<file path="config.mk">
export PLATFORM = sky130hd
export DESIGN_NAME = cell_order_cal
export DESIGN_NICKNAME = d
export VERILOG_FILES = /design/src/rtl/cellsort_pkg.sv /design/src/rtl/cell_spare_scan.sv /design/src/rtl/cell_cas_sorter.sv /design/src/rtl/cell_interleave.sv /design/src/rtl/cell_order_cal.sv
export SDC_FILE = /design/constraint.sdc
export NUM_CORES = 2
export LEC_CHECK = 0
export ABC_AREA = 1
export BUFFER_PORTS_ARGS = -buffer_cell sky130_fd_sc_hd__buf_2
export CAP_MARGIN = 15
export CORE_MARGIN = 2
export CORE_UTILIZATION = 30
export DETAILED_ROUTE_END_ITERATION = 16
export PLACE_DENSITY = 0.51
export SLEW_MARGIN = 20
export SYNTH_ARGS = -nofsm -noshare
export SYNTH_HDL_FRONTEND = slang
export SYNTH_SLANG_ARGS = --single-unit
export TNS_END_PERCENT = 5
</file>
<file path="constraint.sdc">
create_clock -name clk -period 11 [get_ports clk]
set_input_delay 0.55 -clock clk [delete_from_list [all_inputs] [get_ports clk]]
set_output_delay 0.55 -clock clk [all_outputs]
set_load 0.03 [all_outputs]
</file>
<file path="src/rtl/cellsort_pkg.sv">
package cellsort_pkg;

  typedef enum logic [2:0] {
    ST_IDLE,
    ST_SCAN,
    ST_SORT1,
    ST_PAIR,
    ST_SORT2
  } cal_state_e;

  // Source position of output slot k when alternating a sorted list of n
  // entries: largest, smallest, next largest, next smallest, ...
  function automatic int ilv_src(input int k, input int n);
    return (k % 2 == 0) ? (n - 1 - k / 2) : (k / 2);
  endfunction

endpackage

</file>
<file path="src/rtl/cell_spare_scan.sv">
module cell_spare_scan #(
  parameter int NC = 8,
  parameter int MW = 12,
  parameter int IW = 3
) (
  input  logic                   clk,
  input  logic                   rst_n,
  input  logic                   go,
  input  logic [NC-1:0][MW-1:0]  vals,
  output logic                   fin,
  output logic [IW-1:0]          spare
);
  localparam int SW = MW + IW;
  localparam int DW = MW + IW + 1;

  logic [SW-1:0] total;
  logic [DW-1:0] scaled, tot_ext, dev, best_dev;
  logic          run;
  logic [IW-1:0] idx;

  always_comb begin
    total = '0;
    for (int k = 0; k < NC; k++) total = total + SW'(vals[k]);
  end

  always_comb begin
    scaled  = DW'(vals[idx]) * DW'(NC);
    tot_ext = DW'(total);
    dev     = (scaled >= tot_ext) ? (scaled - tot_ext) : (tot_ext - scaled);
  end

  always_ff @(posedge clk) begin
    if (!rst_n) begin
      run      <= 1'b0;
      idx      <= '0;
      spare    <= '0;
      best_dev <= '0;
      fin      <= 1'b0;
    end else begin
      fin <= 1'b0;
      if (go) begin
        run <= 1'b1;
        idx <= '0;
      end else if (run) begin
        if (idx == '0 || dev > best_dev) begin
          spare    <= idx;
          best_dev <= dev;
        end
        if (idx == IW'(NC - 1)) begin
          run <= 1'b0;
          fin <= 1'b1;
        end else begin
          idx <= idx + 1'b1;
        end
      end
    end
  end
endmodule

</file>
<file path="src/rtl/cell_cas_sorter.sv">
module cell_cas_sorter #(
  parameter int N  = 7,
  parameter int KW = 13,
  parameter int TW = 3
) (
  input  logic                  clk,
  input  logic                  rst_n,
  input  logic                  load,
  input  logic [N-1:0][KW-1:0]  keys_in,
  input  logic [N-1:0][TW-1:0]  tags_in,
  output logic                  fin,
  output logic [N-1:0][TW-1:0]  tags_out
);
  localparam int CW = (N > 2) ? $clog2(N) : 1;

  logic [N-1:0][KW-1:0] k_q;
  logic [N-1:0][TW-1:0] t_q;
  logic                 run;
  logic [CW-1:0]        j, j1, pass;
  logic [KW-1:0]        ka, kb;
  logic [TW-1:0]        ta, tb;
  logic                 swap;

  always_comb begin
    j1   = j + 1'b1;
    ka   = k_q[j];
    kb   = k_q[j1];
    ta   = t_q[j];
    tb   = t_q[j1];
    swap = (ka > kb) || ((ka == kb) && (ta > tb));
  end

  always_ff @(posedge clk) begin
    if (!rst_n) begin
      k_q  <= '0;
      t_q  <= '0;
      run  <= 1'b0;
      j    <= '0;
      pass <= '0;
      fin  <= 1'b0;
    end else begin
      fin <= 1'b0;
      if (load) begin
        k_q  <= keys_in;
        t_q  <= tags_in;
        run  <= 1'b1;
        j    <= '0;
        pass <= '0;
      end else if (run) begin
        if (swap) begin
          k_q[j]  <= kb;
          k_q[j1] <= ka;
          t_q[j]  <= tb;
          t_q[j1] <= ta;
        end
        if (j == CW'(N - 2)) begin
          j <= '0;
          if (pass == CW'(N - 2)) begin
            run <= 1'b0;
            fin <= 1'b1;
          end else begin
            pass <= pass + 1'b1;
          end
        end else begin
          j <= j + 1'b1;
        end
      end
    end
  end

  assign tags_out = t_q;
endmodule

</file>
<file path="src/rtl/cell_interleave.sv">
module cell_interleave
  import cellsort_pkg::*;
#(
  parameter int N = 7,
  parameter int W = 3
) (
  input  logic [N-1:0][W-1:0] din,
  output logic [N-1:0][W-1:0] dout
);
  for (genvar k = 0; k < N; k++) begin : g_slot
    localparam int SRC = ilv_src(k, N);
    assign dout[k] = din[SRC];
  end
endmodule

</file>
<file path="src/rtl/cell_order_cal.sv">
module cell_order_cal
  import cellsort_pkg::*;
#(
  parameter int N_CELLS = 8,
  parameter int MW      = 12
) (
  input  logic                         clk,
  input  logic                         rst_n,
  input  logic                         meas_valid,
  output logic                         meas_ready,
  input  logic [MW-1:0]                meas_data,
  input  logic                         start,
  output logic                         done,
  input  logic [$clog2(N_CELLS)-1:0]   rd_pos,
  output logic [$clog2(N_CELLS)-1:0]   rd_cell
);
  localparam int IW    = $clog2(N_CELLS);
  localparam int M     = N_CELLS - 1;
  localparam int NPAIR = M / 2;
  localparam int P     = (M + 1) / 2;
  localparam int KW    = MW + 1;

  cal_state_e                 state;
  logic [N_CELLS-1:0][MW-1:0] cell_val;
  logic [IW-1:0]              wr_ptr;
  logic [N_CELLS-1:0][IW-1:0] order_q;
  logic [M-1:0][IW-1:0]       arr1;
  logic [IW-1:0]              spare_idx;
  logic                       accept_start, scan_fin, load1, load2, s1_fin, s2_fin;

  logic [M-1:0][KW-1:0]       list_keys;
  logic [M-1:0][IW-1:0]       list_tags, s1_tags, ilv1;
  logic [P-1:0][KW-1:0]       item_keys;
  logic [P-1:0][IW-1:0]       item_tags, s2_tags, ilv2;
  logic [M-1:0][IW-1:0]       ord_next;

  assign meas_ready   = (state == ST_IDLE);
  assign accept_start = start && (state == ST_IDLE);
  assign load1        = (state == ST_SCAN) && scan_fin;
  assign load2        = (state == ST_PAIR);

  // measurement capture
  always_ff @(posedge clk) begin
    if (!rst_n) begin
      cell_val <= '0;
      wr_ptr   <= '0;
    end else if (meas_valid && meas_ready) begin
      cell_val[wr_ptr] <= meas_data;
      wr_ptr <= (wr_ptr == IW'(N_CELLS - 1)) ? '0 : wr_ptr + 1'b1;
    end
  end

  cell_spare_scan #(.NC(N_CELLS), .MW(MW), .IW(IW)) u_scan (
    .clk(clk), .rst_n(rst_n), .go(accept_start), .vals(cell_val),
    .fin(scan_fin), .spare(spare_idx)
  );

  // stage-one list: every cell except the spare, by ascending index
  for (genvar k = 0; k < M; k++) begin : g_list
    logic [IW-1:0] cell_k;
    assign cell_k       = (IW'(k) < spare_idx) ? IW'(k) : IW'(k + 1);
    assign list_tags[k] = cell_k;
    assign list_keys[k] = KW'(cell_val[cell_k]);
  end

  cell_cas_sorter #(.N(M), .KW(KW), .TW(IW)) u_sort1 (
    .clk(clk), .rst_n(rst_n), .load(load1), .keys_in(list_keys),
    .tags_in(list_tags), .fin(s1_fin), .tags_out(s1_tags)
  );

  cell_interleave #(.N(M), .W(IW)) u_ilv1 (.din(s1_tags), .dout(ilv1));

  // stage-two items: neighbour pair sums, plus a singleton for odd counts
  for (genvar p = 0; p < NPAIR; p++) begin : g_pair
    assign item_keys[p] = KW'(cell_val[arr1[2*p]]) + KW'(cell_val[arr1[2*p+1]]);
    assign item_tags[p] = IW'(p);
  end
  if (M % 2 == 1) begin : g_single
    assign item_keys[P-1] = KW'(cell_val[arr1[M-1]]);
    assign item_tags[P-1] = IW'(P - 1);
  end

  cell_cas_sorter #(.N(P), .KW(KW), .TW(IW)) u_sort2 (
    .clk(clk), .rst_n(rst_n), .load(load2), .keys_in(item_keys),
    .tags_in(item_tags), .fin(s2_fin), .tags_out(s2_tags)
  );

  cell_interleave #(.N(P), .W(IW)) u_ilv2 (.din(s2_tags), .dout(ilv2));

  // expand placed items back into member cells
  always_comb begin
    int pos;
    int ti;
    ord_next = '0;
    pos      = 0;
    for (int k = 0; k < P; k++) begin
      ti = int'(ilv2[k]);
      if ((M % 2 == 1) && (ti == P - 1)) begin
        ord_next[pos] = arr1[M-1];
        pos = pos + 1;
      end else begin
        ord_next[pos]   = arr1[2*ti];
        ord_next[pos+1] = arr1[2*ti+1];
        pos = pos + 2;
      end
    end
  end

  always_ff @(posedge clk) begin
    if (!rst_n) begin
      state   <= ST_IDLE;
      done    <= 1'b0;
      arr1    <= '0;
      order_q <= '0;
    end else begin
      case (state)
        ST_IDLE: if (accept_start) begin
          done  <= 1'b0;
          state <= ST_SCAN;
        end
        ST_SCAN:  if (scan_fin) state <= ST_SORT1;
        ST_SORT1: if (s1_fin) begin
          arr1  <= ilv1;
          state <= ST_PAIR;
        end
        ST_PAIR:  state <= ST_SORT2;
        ST_SORT2: if (s2_fin) begin
          order_q[M-1:0] <= ord_next;
          done  <= 1'b1;
          state <= ST_IDLE;
        end
        default:  state <= ST_IDLE;
      endcase
    end
  end

  assign rd_cell = order_q[rd_pos];
endmodule

</file>
== Yosys cells after proc, flatten, opt, wreduce, memory -nomap -nowiden ==
Cells that the tools add are included.

* Bitwise operators: 10
* Divide/modulo/power cells: 0
* Equal/unequal tests: 20
* $lt $le $gt $ge: 59
* Mux-type cells: 169
* $mul: 0
* Add/subtract/negate cells: 27
* Shift operators: 0
* Reduce and logical (&&, ||, !) cells: 44

{| class="wikitable"
|+ Operators with widths
! cell !! count
|-
| 12-bit binary-select mux with 3-bit select || 15
|-
| 90-bit 2-to-1 mux || 3
|-
| 21-bit bitwise mux || 11
|-
| 32-bit by 1-bit >= comparator with 1-bit output, second input constant || 6
|-
| 32-bit by 5-bit < comparator with 1-bit output, second input constant || 6
|-
| 12-bit 2-to-1 mux || 16
|-
| 91-bit bitwise mux || 2
|-
| 51-bit 2-to-1 mux || 3
|-
| 21-bit 2-to-1 mux || 6
|-
| 3-bit 2-to-1 mux || 36
|-
| 52-bit bitwise mux || 2
|-
| 13-bit 2-to-1 mux || 8
|-
| 32-bit by 2-bit adder with 32-bit output, second input constant || 3
|-
| 96-bit bitwise mux || 1
|-
| 15-bit by 12-bit adder with 15-bit output || 6
|-
| 13-bit binary-select mux with 3-bit select || 2
|-
| 13-bit demux with 3-bit select || 2
|-
| 3-bit demux with 3-bit select || 8
|-
| 32-bit by 3-bit adder with 32-bit output, second input constant || 2
|-
| 3-bit by 4-bit < comparator with 1-bit output, second input constant || 16
|-
| 32-bit 2-to-1 mux || 2
|-
| 3-bit binary-select mux with 3-bit select || 7
|-
| 12-bit by 12-bit adder with 13-bit output || 4
|-
| 13-bit binary-select mux with 2-bit select || 2
|-
| other kinds (46) || 160
|}

* Bits in writable memories: 0
* Output and inout port bits: 5
* Latch bits: 0
* Bits in read-only memories: 0
* Register bits: 359
* Memories: 0

== Longest topological paths before layout ==
* Depth after elaboration: 15
* Mapped depth: 51

== Cells and area by module ==
From an unflattened synthesis, not the netlist that was laid out.

* Cell total of the unflattened synthesis: 7004
* Area total of the unflattened synthesis: 39649.3 um^2

{| class="wikitable"
|+ By module, submodules not included
! module !! area each (um^2) !! cells each !! times used !! seq. area each (um^2)
|-
| cell_order_cal || 15133.3 || 2647 || 1 || 2902.8
|-
| cell_cas_sorter at u_sort1 || 11664.9 || 2260 || 1 || 2402.3
|-
| cell_spare_scan || 6364.9 || 1002 || 1 || 480.5
|-
| cell_cas_sorter at u_sort2 || 6238.5 || 1062 || 1 || 1401.3
|-
| cell_interleave at u_ilv1 || 157.7 || 21 || 1 || 0.0
|-
| cell_interleave at u_ilv2 || 90.1 || 12 || 1 || 0.0
|}

== Least setup slack after synthesis ==
Ideal clock, no wire load.

* Kind: register to register
* Start point: reg cell_val[1] (netlist bit)
* End point: reg u_scan.best_dev[11]
* Library setup time: 0.112 ns
* Arrival time: 7.695 ns
* Data required time: 10.888 ns
* Period minus slack after synthesis: 7.807 ns
* Path buffers: 4
* Cell stages (with the launch flop): 50
* Path slack: 3.193 ns
* Cell sequence: dfxtp_1 > clkbuf_1 > inv_1 > fa_1 > o221ai_1 > nand2_1 > nand2_1 > nand2_1 > nand2_1 > a21oi_1 > xor2_1 > inv_1 > fa_1 > inv_1 > fa_1 > fa_1 > fa_1 > inv_1 > (+14 left out) > nand2_1 > buf_4 > buf_4 > o21ai_0 > inv_1 > ha_1 > a21oi_1 > o21a_1 > nand2_1 > nand3_1 > nand2_1 > nand2_1 > nand2_1 > nand2_1 > clkbuf_1 > nand2_1 > nand2_1 > nor2_1

* Longest elaborated chain between the ends: 12
* Elaborated cells between the ends (all ways): 16

{| class="wikitable"
|+ Ends and longest elaborated chain
! item !! RTL line !! text
|-
| from (decl) || cell_order_cal.sv:24 || <nowiki>logic [N_CELLS-1:0][MW-1:0] cell_val;</nowiki>
|-
| from (signal, indexed assignment) || cell_order_cal.sv:48 || <nowiki>cell_val[wr_ptr] <= meas_data;</nowiki>
|-
| 12-bit by 12-bit adder with 13-bit output || cell_spare_scan.sv:23 || <nowiki>for (int k = 0; k < NC; k++) total = total + SW'(vals[k]);</nowiki>
|-
| 15-bit by 12-bit adder with 15-bit output (6 in series) || cell_spare_scan.sv:23 ||
|-
| 15-bit by 15-bit subtractor with 16-bit output or 15-bit >= comparator (tied branches) || cell_spare_scan.sv:29 || <nowiki>dev = (scaled >= tot_ext) ? (scaled - tot_ext) : (tot_ext - scaled);</nowiki>
|-
| 16-bit 2-to-1 mux * || cell_spare_scan.sv:29 ||
|-
| via u_scan.dev[5] || cell_spare_scan.sv:17 || <nowiki>logic [DW-1:0] scaled, tot_ext, dev, best_dev;</nowiki>
|-
| 16-bit greater-than comparator * || cell_spare_scan.sv:45 || <nowiki>if (idx == '0 || dev > best_dev) begin</nowiki>
|-
| 1-bit logical OR * || cell_spare_scan.sv:45 ||
|-
| 3-bit AND reduction (no line) * || -- ||
|-
| to (signal assigned) || cell_spare_scan.sv:47 || <nowiki>best_dev <= dev;</nowiki>
|-
| to (decl) || cell_spare_scan.sv:17 ||
|}

The timed path passes the listed nets; every way through them passes the cells marked *. The select of a mux whose other input is x is not followed.
A chain may end at the register's enable or synchronous reset.

== Worst setup path after layout ==
* Start point: reg cell_val[0] (netlist bit)
* End point: reg u_scan.best_dev[8]

The elaborated chain is that of the path after synthesis.

==> metrics.md <==
| Metric | Value |
|---|---|
| Final nets | `slightly below 6,000` |
| # IOs | `24` |
| Clk sink count | `359` |
| Die Y-Extent | `347 microns` |
| Number of buffers created by CTS | `50` |
| CP startpoint kind | `flop` |
| Register area share after synthesis | `between 20% and 30%` |
| Final TNS setup | `0 ps` |
| Initial Util | `between 30% and 40%` |
| Worst Hold Launch | `meas_data[2]` |
| Pwr dens | `114 nW/um^2` |
| Status | `finished clean` |
| Final Hold Fails | `0` |
| R2r startpoint | `cell_val[0]$_SDFFE_PN0P_` |
| Largest net degree at the start of global routing | `between 100 and 150` |
| Post-place setup slack | `~1400 ps` |
| Placed insts | `a little over 7,000` |
| Unrepaired setup endpoints after global routing | `false` |
| GR Util met3 | `4.56%` |
| Met1 Usage GRT | `between 30 and 40%` |
| Final setup fails | `0` |
| Vias/cell | `about 5.7` |
| Slew @ Worst Pin | `around 1200 ps` |
| CTS tree | `done` |
| DP Wirelength | `between 100,000 and 150,000 microns` |
| Layout cells sized above 1 | `4.41%` |
| Synth warn | `0` |
| Final worst path period need | `9690 ps` |
| H-tree Lvls | `2` |
| Gpl congestion | `between 0.9 and 1` |
| First-pass GRT wire length | `254,000 microns` |
| Area delta synth->final | `7.66%` |
| GR Overflow Total | `0` |
| Slew HR | `19.5%` |
| Final Util | `between 30% and 40%` |
| Crit path max fanout | `31` |
| Reg-to-reg slack, setup | `about 1300 ps` |
| Core box area | `between 100,000 and 150,000 sq um` |
| Vias | `around 42,000` |
| Clock Root Buffer | `clkbuf_16` |
| Die Width | `approximately 350 microns` |
| Post-synth EDFFs | `0` |
| Top cell by count, worst path | `nand2_1` |
| GRT Total Usage | `between 20% and 30%` |
| Peak VDD IR | `0.125 mV` |
| Hold path depth | `3` |
| Clk_skew | `44.0 ps` |
| Crit-path max cell delay | `620 ps` |
| Drt drc | `0` |
| Worst EP arrival | `between 10,000 and 15,000 ps` |
| PortBufs | `23` |
| Die Area | `~120,000 sq um` |
| Syn Nets | `between 6,000 and 7,000` |
| GR peak layer | `met2` |
| Postcts setup bufs | `0` |
| Fmax | `around 0.10 GHz` |
| Crit path kind | `flop to flop` |
| Post-route insts no fill | `about 7,300` |
| Vias in the first global route | `between 30,000 and 40,000` |
| Worst reg-to-reg path cell count | `44` |
| Synth async-reset ratio | `0%` |
| Initial antenna violation count | `5` |
| Syn_area_per_cell | `5.93 sq um` |
| PnR worst setup slack | `1310 ps` |
| Synthesized cell area | `around 35,000 sq um` |
| Filler cell count | `13,300` |
| Worst skew pair latency | `690 ps` |
| Unique masters post-synth | `55` |
| Post-synthesis register bit count | `359` |
| Worst Setup End Kind | `flop` |
| CP max stage cell | `nand2_1` |
| Hold-fix buffers, CTS | `0` |
| Worst EP required | `11,550 ps` |
| Std-Cell Rows | `around 130` |
| Final WL | `roughly 170,000 microns` |
| Met2 Track Usage GR | `a little over two fifths` |
| Clock buffer depth | `3` |
| Post-route ant nets | `0` |
| Reg2Reg Capture Point | `u_scan.best_dev[8]$_SDFFE_PN0P_` |
| Initial drt markers | `5,102` |
| Tcrit/Tclk final | `88.1%` |
| Synth Flop Type | `dfxtp_1` |
| CTS resizes | `0` |
| Worst hold-check path type | `input pin to flop` |
| Max Slew Vio Count | `0` |
| Clock slew at reported path FFs | `about 70 ps` |
| Mapped Cells | `slightly below 6,000` |
| P_leak | `15.5 nW` |
| WL per Instance | `about 24 microns` |
| Worst Hold Endpoint | `cell_val[38]$_SDFFE_PN0P_` |
| Max-cap violations | `0` |
| First drt pass iteration count | `9` |
[worst max path at each step]
stage	startpoint	end	slack (ps)	cells past startpoint
after floorplan	cell_val[1]$_SDFFE_PN0P_	u_scan.best_dev[11]$_SDFFE_PN0P_	3190	49
after global placement	cell_val[0]$_SDFFE_PN0P_	u_scan.best_dev[15]$_SDFFE_PN0P_	1520	43
after detailed placement	cell_val[0]$_SDFFE_PN0P_	u_scan.best_dev[9]$_SDFFE_PN0P_	1360	43
after CTS	cell_val[0]$_SDFFE_PN0P_	u_scan.best_dev[9]$_SDFFE_PN0P_	1310	43
after global routing	cell_val[0]$_SDFFE_PN0P_	u_scan.best_dev[12]$_SDFFE_PN0P_	360	49
final	cell_val[0]$_SDFFE_PN0P_	u_scan.best_dev[8]$_SDFFE_PN0P_	1310	44
[sequential cells by signal (all words and copies together), names as in the netlist, 12 cells and up]
| name | count |
|---|---|
| u_scan.best_dev | 16 |
| arr1 | 21 |
| u_sort2.tags_out | 12 |
| u_sort1.k_q | 91 |
| order_q | 21 |
| u_sort1.tags_out | 21 |
| u_sort2.k_q | 52 |
| cell_val | 96 |
[cell type report]
class / count / area (sq um) / area share [%]
diodes: 2 / 5.00 / 0.0131
multi-input cells: 4572 / 24200 / 63.5
clock inverters: 21 / 308 / 0.808
well taps: 1536 / 1920 / 5.04
flip-flops and latches: 359 / 7200 / 18.9
repair buffers: 98 / 684 / 1.80
inverters: 634 / 2380 / 6.26
clock buffers: 71 / 1410 / 3.70
[metrics by stage]
stage / area (sq um) / hold WS [ps] / total power, mW
2_1_floorplan: 35400 / 435 / 2.25
3_3_place_gp: 36400 / 449 / 2.60
3_5_place_dp: 36400 / 453 / 2.59
4_1_cts: 38100 / 208 / 4.36
5_1_grt: 38100 / 247 / 4.58
6_report: 38100 / 228 / 4.35
[Yosys cell counts (22+ instances only)]
master | n | area (sq um)
buf_1 | 34 | 128
o211ai_1 | 60 | 450
nand3_1 | 327 | 1640
o21a_1 | 27 | 203
ha_1 | 159 | 1990
o22ai_1 | 79 | 494
nand2_1 | 1321 | 4960
a31oi_1 | 83 | 519
nand4_1 | 22 | 138
a21oi_1 | 766 | 3830
inv_2 | 26 | 97.6
nor2_1 | 452 | 1700
a221oi_1 | 66 | 578
clkbuf_1 | 299 | 1120
o21ai_0 | 898 | 4490
nor3_1 | 39 | 195
clkinv_1 | 51 | 191
xor2_1 | 47 | 412
buf_2 | 47 | 235
dfxtp_1 | 359 | 7190
inv_1 | 556 | 2090
fa_1 | 65 | 1300
a22oi_1 | 30 | 225
[power breakdown]
part	internal (mW)	switching [mW]	total, mW	leakage [nW]
Combinational	0.408	0.809	1.22	11.7
Clock	1.04	0.732	1.77	0.839
Sequential	1.32	0.0429	1.37	2.90
[cells by family after synthesis]
kind of cell	synth area share (%)
and+or+nand+nor	25.3
AOI/OAI and AO/OA	32.2
buffers and inverters	11.4
DFF	20.3
adders and majority gates	9.30
xor gates and xnor gates	1.50
[layout by cell type (no fill, tap or decap), types with 39 or more instances in the layout]
master and instances:
fa_1 65, ha_1 158, dfxtp_1 351, o211ai_1 60
nand2_1 1320, clkinv_1 51, nor3_1 39, nor2_1 451
o22ai_1 79, xor2_1 47, inv_1 553, a221oi_1 66
clkbuf_16 50, a31oi_1 83, a21oi_1 766, nand3_1 327
buf_4 75, o21ai_0 898
[routing by layer]
| metal | vias up | part of all wire, % | routed length, microns |
|---|---|---|---|
| met5 | - | 0.0081 | 14 |
| met4 | 2 | 5.4 | 9430 |
| met3 | 457 | 9.7 | 16800 |
| met2 | 2245 | 43 | 74100 |
| met1 | 19500 | 42 | 72700 |
| li1 | 19600 | - | - |
[critical path, delay by kind of cell (launching register included)]
family,cells,cell delay (ps)
simple gates,17,2770
flops,1,530
fa+ha+maj,9,3480
xor+xnor,2,380
compound gates,8,1620
buf+inv,8,770
No activity file was read; power rests on OpenSTA's default activity.
